<file path="src/rtl/bsp_pkg.sv">
package bsp_pkg;
   typedef enum logic {
      SP_MAIN = 1'b0,
      SP_PROC = 1'b1
   } sp_bank_e;

   localparam int unsigned NUM_BANKS = 2;
endpackage

</file>
<file path="src/rtl/bsp_gpr_bank.sv">
module bsp_gpr_bank #(
   parameter int unsigned DW     = 32,
   parameter int unsigned NREG   = 16,
   parameter int unsigned SP_IDX = 13,
   parameter int unsigned PC_IDX = 15,
   localparam int unsigned IW    = $clog2(NREG)
) (
   input  logic          clk,
   input  logic          wr_en,
   input  logic [IW-1:0] wr_idx,
   input  logic [DW-1:0] wr_data,
   output logic [DW-1:0] regs_q [NREG]
);
   // Ordinary storage; no reset, contents undefined until written.
   for (genvar i = 0; i < NREG; i++) begin : g_reg
      if (i == SP_IDX || i == PC_IDX) begin : g_hole
         assign regs_q[i] = '0;
      end else begin : g_store
         logic [DW-1:0] q;
         always_ff @(posedge clk) begin
            if (wr_en && wr_idx == IW'(i)) q <= wr_data;
         end
         assign regs_q[i] = q;
      end
   end
endmodule

</file>
<file path="src/rtl/bsp_sp_bank.sv">
module bsp_sp_bank
   import bsp_pkg::*;
#(
   parameter int unsigned DW      = 32,
   parameter int unsigned STEP    = 4,
   parameter logic [31:0] RST_VAL = 32'h0
) (
   input  logic          clk,
   input  logic          rst_n,
   input  logic          sel_ld,
   input  logic          sel_val,
   input  logic          port_wr,
   input  logic [DW-1:0] port_data,
   input  logic          push,
   input  logic          pop,
   input  logic          spc_sel,
   input  logic          spc_wr,
   input  logic [DW-1:0] spc_wdata,
   output logic [DW-1:0] cur_sp,
   output logic [DW-1:0] spc_rdata,
   output logic [DW-1:0] stk_addr
);
   localparam logic [DW-1:0] ALIGN_MASK = ~DW'(STEP - 1);

   if (STEP < 2 || (STEP & (STEP - 1)) != 0) begin : g_chk_step
      $error("STEP must be a power of two of at least 2");
   end

   sp_bank_e      act_q;
   logic [DW-1:0] sp_q [NUM_BANKS];
   logic [DW-1:0] dec_v, inc_v, nxt_cur;

   assign cur_sp    = sp_q[act_q];
   assign spc_rdata = sp_q[spc_sel];
   assign dec_v     = cur_sp - DW'(STEP);
   assign inc_v     = cur_sp + DW'(STEP);
   assign stk_addr  = push ? dec_v : cur_sp;

   // Push beats pop; stack traffic beats the ordinary write port.
   always_comb begin
      if (push)         nxt_cur = dec_v;
      else if (pop)     nxt_cur = inc_v;
      else if (port_wr) nxt_cur = port_data & ALIGN_MASK;
      else              nxt_cur = cur_sp;
   end

   always_ff @(posedge clk or negedge rst_n) begin
      if (!rst_n)      act_q <= SP_MAIN;
      else if (sel_ld) act_q <= sp_bank_e'(sel_val);
   end

   for (genvar b = 0; b < NUM_BANKS; b++) begin : g_bank
      always_ff @(posedge clk or negedge rst_n) begin
         if (!rst_n)
            sp_q[b] <= RST_VAL[DW-1:0] & ALIGN_MASK;
         else if (spc_wr && spc_sel == 1'(b))
            sp_q[b] <= spc_wdata & ALIGN_MASK;
         else if (act_q == sp_bank_e'(b))
            sp_q[b] <= nxt_cur;
      end
   end

   // push lowers the active pointer by one word
   a_r5_push_dec: assert property (@(posedge clk) disable iff (!rst_n)
      (push && !sel_ld && !(spc_wr && spc_sel == act_q)) |=> cur_sp == $past(cur_sp) - DW'(STEP));

   // pop raises the active pointer by one word
   a_r6_pop_inc: assert property (@(posedge clk) disable iff (!rst_n)
      (pop && !push && !sel_ld && !(spc_wr && spc_sel == act_q)) |=> cur_sp == $past(cur_sp) + DW'(STEP));

   // special write lands in the named pointer regardless of stack traffic
   a_r7_spc_wins: assert property (@(posedge clk) disable iff (!rst_n)
      spc_wr |=> spc_rdata == ($past(spc_wdata) & ALIGN_MASK) || spc_sel != $past(spc_sel));

   // special writes do not move the selection
   a_r7_sel_kept: assert property (@(posedge clk) disable iff (!rst_n)
      (spc_wr && !sel_ld) |=> act_q == $past(act_q));
endmodule

</file>
<file path="src/rtl/bsp_pc_port.sv">
module bsp_pc_port #(
   parameter int unsigned DW     = 32,
   parameter int unsigned PC_OFS = 4
) (
   input  logic [DW-1:0] pc_cur,
   input  logic          pc_wr,
   input  logic [DW-1:0] pc_wdata,
   output logic [DW-1:0] pc_rd,
   output logic          br_req,
   output logic [DW-1:0] br_target,
   output logic          br_fault
);
   logic [DW-1:0] ahead;
   assign ahead     = pc_cur + DW'(PC_OFS);
   assign pc_rd     = {ahead[DW-1:1], 1'b0};
   assign br_target = pc_wdata;
   assign br_req    = pc_wr &  pc_wdata[0];
   assign br_fault  = pc_wr & ~pc_wdata[0];
endmodule

</file>
<file path="src/rtl/bsp_regfile.sv">
module bsp_regfile #(
   parameter int unsigned DW      = 32,
   parameter int unsigned NREG    = 16,
   parameter int unsigned SP_IDX  = 13,
   parameter int unsigned PC_IDX  = 15,
   parameter int unsigned STEP    = 4,
   parameter int unsigned PC_OFS  = 4,
   parameter logic [31:0] SP_RST  = 32'h0,
   localparam int unsigned IW     = $clog2(NREG)
) (
   input  logic          clk,
   input  logic          rst_n,
   input  logic          sel_ld,
   input  logic          sel_val,
   input  logic [IW-1:0] rd_a_idx,
   output logic [DW-1:0] rd_a_data,
   input  logic [IW-1:0] rd_b_idx,
   output logic [DW-1:0] rd_b_data,
   input  logic          wr_en,
   input  logic [IW-1:0] wr_idx,
   input  logic [DW-1:0] wr_data,
   input  logic [DW-1:0] pc_cur,
   input  logic          push,
   input  logic          pop,
   output logic [DW-1:0] stk_addr,
   input  logic          spc_sel,
   input  logic          spc_wr,
   input  logic [DW-1:0] spc_wdata,
   output logic [DW-1:0] spc_rdata,
   output logic          br_req,
   output logic [DW-1:0] br_target,
   output logic          br_fault
);
   if (SP_IDX >= NREG || PC_IDX >= NREG || SP_IDX == PC_IDX) begin : g_chk_idx
      $error("SP_IDX and PC_IDX must be distinct indices below NREG");
   end
   if (DW < 8) begin : g_chk_dw
      $error("DW must be at least 8");
   end

   logic [DW-1:0] regs_q [NREG];
   logic [DW-1:0] cur_sp, pc_rd;
   logic          sp_wr, pc_wr;

   assign sp_wr = wr_en && wr_idx == IW'(SP_IDX);
   assign pc_wr = wr_en && wr_idx == IW'(PC_IDX);

   bsp_gpr_bank #(.DW(DW), .NREG(NREG), .SP_IDX(SP_IDX), .PC_IDX(PC_IDX)) u_gpr (
      .clk(clk), .wr_en(wr_en), .wr_idx(wr_idx), .wr_data(wr_data), .regs_q(regs_q)
   );

   bsp_sp_bank #(.DW(DW), .STEP(STEP), .RST_VAL(SP_RST)) u_sp (
      .clk(clk), .rst_n(rst_n), .sel_ld(sel_ld), .sel_val(sel_val),
      .port_wr(sp_wr), .port_data(wr_data), .push(push), .pop(pop),
      .spc_sel(spc_sel), .spc_wr(spc_wr), .spc_wdata(spc_wdata),
      .cur_sp(cur_sp), .spc_rdata(spc_rdata), .stk_addr(stk_addr)
   );

   bsp_pc_port #(.DW(DW), .PC_OFS(PC_OFS)) u_pc (
      .pc_cur(pc_cur), .pc_wr(pc_wr), .pc_wdata(wr_data), .pc_rd(pc_rd),
      .br_req(br_req), .br_target(br_target), .br_fault(br_fault)
   );

   function automatic logic [DW-1:0] pick(input logic [IW-1:0] idx);
      if (idx == IW'(SP_IDX))      return cur_sp;
      else if (idx == IW'(PC_IDX)) return pc_rd;
      else                         return regs_q[idx];
   endfunction

   assign rd_a_data = pick(rd_a_idx);
   assign rd_b_data = pick(rd_b_idx);

   // stack pointer seen through the index is always word aligned
   a_r3_sp_aligned: assert property (@(posedge clk) disable iff (!rst_n)
      rd_b_idx == IW'(SP_IDX) |-> rd_b_data[1:0] == 2'b00);

   // index 15 reads the pipelined address with bit 0 clear
   a_r8_pc_ahead: assert property (@(posedge clk) disable iff (!rst_n)
      rd_a_idx == IW'(PC_IDX) |-> (rd_a_data[0] == 1'b0 && rd_a_data[DW-1:1] == (pc_cur[DW-1:1] + (DW-1)'(PC_OFS / 2))));

   // branch request and fault exclude each other
   a_r9_br_excl: assert property (@(posedge clk) disable iff (!rst_n)
      $onehot0({br_req, br_fault}));
endmodule

</file>
<file path="config.mk">
export PLATFORM = sky130hd
export DESIGN_NAME = bsp_regfile
export DESIGN_NICKNAME = d
export VERILOG_FILES = /design/src/rtl/bsp_pkg.sv /design/src/rtl/bsp_gpr_bank.sv /design/src/rtl/bsp_sp_bank.sv /design/src/rtl/bsp_pc_port.sv /design/src/rtl/bsp_regfile.sv
export SDC_FILE = /design/constraint.sdc
export NUM_CORES = 1
export LEC_CHECK = 0
export BUFFER_PORTS_ARGS = -buffer_cell sky130_fd_sc_hd__buf_2
export CAP_MARGIN = 20
export CORE_UTILIZATION = 42
export CTS_CLUSTER_DIAMETER = 50
export DETAILED_ROUTE_END_ITERATION = 6
export GPL_TIMING_DRIVEN = 0
export SYNTH_ARGS = -nofsm -noshare
export SYNTH_HDL_FRONTEND = slang
export SYNTH_SLANG_ARGS = --single-unit
</file>
<file path="constraint.sdc">
create_clock -name clk -period 7.9 [get_ports clk]
set_clock_uncertainty 0.15 [all_clocks]
set_input_delay 1.58 -clock clk [delete_from_list [all_inputs] [get_ports clk]]
set_output_delay 1.58 -clock clk [all_outputs]
set_load 0.02 [all_outputs]
</file>
==> flow_summary_export.csv <==
group,metric,value,unit
placement,dp_hpwl,82210,um
worst_hold_path,whs_path_depth,1,
cts,htreeDepth,3,
cts,clockBufferDepth,3,
finish,drive_gt1_share,28.17,%
yosys,synthCells,2108,
yosys,synth_fa_ha_area_share,0.1323,%
yosys,synth.distinct_cells,67,
floorplanning,pin_count,279,
yosys,yosys_warnings,0,
cts,numCtsBuffers,66,
cts,clk_latency,0.60,ns
sta,slew_headroom,13.06,%
finish,area_growth,18.90,%
floorplanning,die_w,261.9,um
power,power_density,233.4,nW/um2
global_routing,overflow,0,
setup_path,crit_path_start_kind,"flip-flop",
sta,grt_setup_unrepaired,"no",
yosys,async_flop_share,12.67,%
yosys,synth_simple_gate_area_share,7.619,%
placement,placed_cells,3279,
routing,routed_wl,110100,um
cts,cts_tree,"done",
floorplanning,dieArea,68600,um2
yosys,synth_top_area_share,47.41,%
global_routing,grt_start_max_net_pins,66,
run_status,violations,"DRC",
finish,final_util,50.86,%
yosys,synthXorXnorAreaFrac,2.778,%
yosys,ys_seq_area_share,53.14,%
floorplanning,die_height,261.9,um
setup_path,critPathMaxFanout,19,
run_status,status,"complete, but fails checks",
routing,detail-route-antenna-nets,0,
cts,clock-sinks,513,
floorplanning,initial_core_util,42.78,%
routing,drt-initial-drc-count,3283,
routing,post_drt_wl_per_cell,32.33,um
power,power,7874,uW
yosys,ys_dominant_reg_cell,"edfxtp_1",
power,power.leakage,0.01177,uW
setup_path,cp.required,6.17,ns
yosys,synth_area,28380,um2
global_routing,grt_pass1_wl,155100,um
sta,worstMarginPinSlew,1.304,ns
sta,finalHoldViolations,0,
floorplanning,num_rows,94,
yosys,synth.area.top_cells,"edfxtp_1, mux4_2, mux2i_1",
yosys,synth-compound-area-share,10.10,%
sta,min_period_over_period,93.87,%
global_routing,grt_usage,31.89,%
cts,cts_root_buf,"clkbuf_16",
global_routing,antenna_found_initial,2,
routing,via_per_inst,6.545,
placement,gp_congestion,0.9712,
yosys,syn_avg_cell_area,13.46,um2
finish,final_cells,3404,
global_routing,first_global_vias,21680,
routing,dr.pass1.iters,7,
routing,drc,1,
yosys,synth_mux_area_share,22.79,%
sta,setup_viol,0,
finish,layout.nets,2608,
setup_path,rr_worst_depth,15,
yosys,synth_seq_cells,513,
setup_path,worstSetupEndpointType,"primary output",
placement,io_buffers,270,
sta,slew_violations,0,
yosys,synth_top_family_by_area,"multiplexers",
yosys,syn_nets,2228,
setup_path,critPathKind,"flip-flop to primary output",
floorplanning,fp.coreArea,66330,um2
setup_path,cp.arrival,5.69,ns
sta,timing.fmax,134.9,MHz
yosys,synth-edff-count,448,
job,maxCapViolCount,0,
yosys,yosysTopAreaCell,"edfxtp_1",
routing,via_count,22280,
power,peakVddDrop,0.1999,mV
sta,period_needed,7.415,ns
worst_hold_path,hp-class,"flip-flop to flip-flop",
cts,post_cts_buffers,0,
cts,clk_pin_slew,0.06,ns
[timing repair]
item	4_1_cts	5_1_grt
pin swaps	0	0
hold buffers	0	0
gates resized for setup	2	1
setup endpoints to repair	7	1
[path summary, 6_finish.rpt]
path | start | end | slack (ns)
max in group asynchronous | rst_n | u_sp.sp_q[61] | 6.06
setup reg to reg | u_sp.act_q | u_sp.sp_q[16] | 2.60
hold reg to reg | u_sp.sp_q[1] | u_sp.sp_q[1] | 0.36
hold / removal | u_sp.sp_q[1] | u_sp.sp_q[1] | 0.36
setup / recovery | u_sp.act_q | stk_addr[26] | 0.48
min in group asynchronous | rst_n | u_sp.sp_q[1] | 0.94
[synth_stat cells (25+ instances only)]
cell      number
nor2_1       119
a211oi_1      34
mux2_2        38
o221ai_1      45
dfrtp_1       65
inv_1         25
mux4_2       193
xnor2_1       53
xor2_1        37
o21ai_0       93
buf_1         46
mux2i_1      169
clkbuf_1     100
o22ai_1       66
edfxtp_1     448
nor3_1        38
buf_4         35
nand2_1       94
nand3_1       50
a21oi_1      124
[area by class of cell]
type                    count  area [um2]
clock buffers              81        1749
clock inverters            37       432.9
multi-input cells        1378       12430
flip-flops and latches    513       15080
well taps                 864        1081
fillers                  5714       32600
plain buffers             188       869.6
diodes                      2       5.005
repair buffers            314        1992
inverters                  27       101.3
[critical path, stage by stage (launching register included)]
cell and delay, ns:
dfrtp_1 0.34, buf_6 0.17, buf_6 0.16, buf_6 0.16, buf_2 0.40, clkbuf_4 0.47
mux2i_1 0.42, ha_1 0.33, nor4b_1 0.38, o21ai_0 0.19, buf_2 0.24, nor4_4 0.59
buf_2 0.39, and3_1 0.19, nand3_1 0.09, xor2_1 0.30, buf_2 0.23
[stage by stage]
step                setup WS [ns]  hold WS, ns  TNS [ns]  cell area, um2
floorplan                   2.044       0.3147         0           28380
global placement          -0.2440       0.3351    -7.649           30810
detailed placement         0.1331       0.3563         0           31460
CTS                        0.2576       0.3692         0           33650
global route              0.09172       0.3863         0           33730
finish                     0.4846       0.3604         0           33740
[flip-flops by register name, summed over array words and instances, names as in the netlist]
signal             flops
u_gpr.g.g_store.q    448
u_sp.sp_q             64
u_sp.act_q             1
[where the power goes]
| group | switching, uW | internal [uW] | leakage [uW] |
|---|---|---|---|
| logic | 1080 | 572 | 0.00592 |
| registers | 135 | 3060 | 0.00481 |
| clock network | 1230 | 1790 | 0.00105 |
| total | 2440 | 5430 | 0.0118 |
[kinds of logic (layout without fill, tap and decap cells)]
group           after synthesis  after routing
other cells                   0              2
mux                         400            400
flops                       513            513
buf+inv                     217            647
fa+ha+maj                     3              3
simple gates                434            434
xor+xnor                     90             90
compound gates              451            451
[routing by layer]
layer / track usage (%) / wire length [um] / vias to the layer above
met4: 12.19 / 4604 / 2
met5: 0 / 13 / -
met2: 50.92 / 51290 / 1430
li1: - / - / 9229
met3: 6.713 / 11710 / 244
met1: 42.82 / 42440 / 11380
[placed cells by master (no fill, tap or decap), drive strengths merged, types with 17 or more instances in the layout]
cell,instances
a211oi,35
a21oi,124
and3,24
buf,401
clkbuf,182
clkinv,26
dfrtp,65
edfxtp,448
inv,29
mux2,38
mux2i,169
mux4,193
nand2,94
nand3,50
nand4,24
nor2,119
nor3,39
o21ai,93
o221ai,45
o22ai,66
or3,17
xnor2,53
xor2,37
Power figures use the tool's default switching activity.
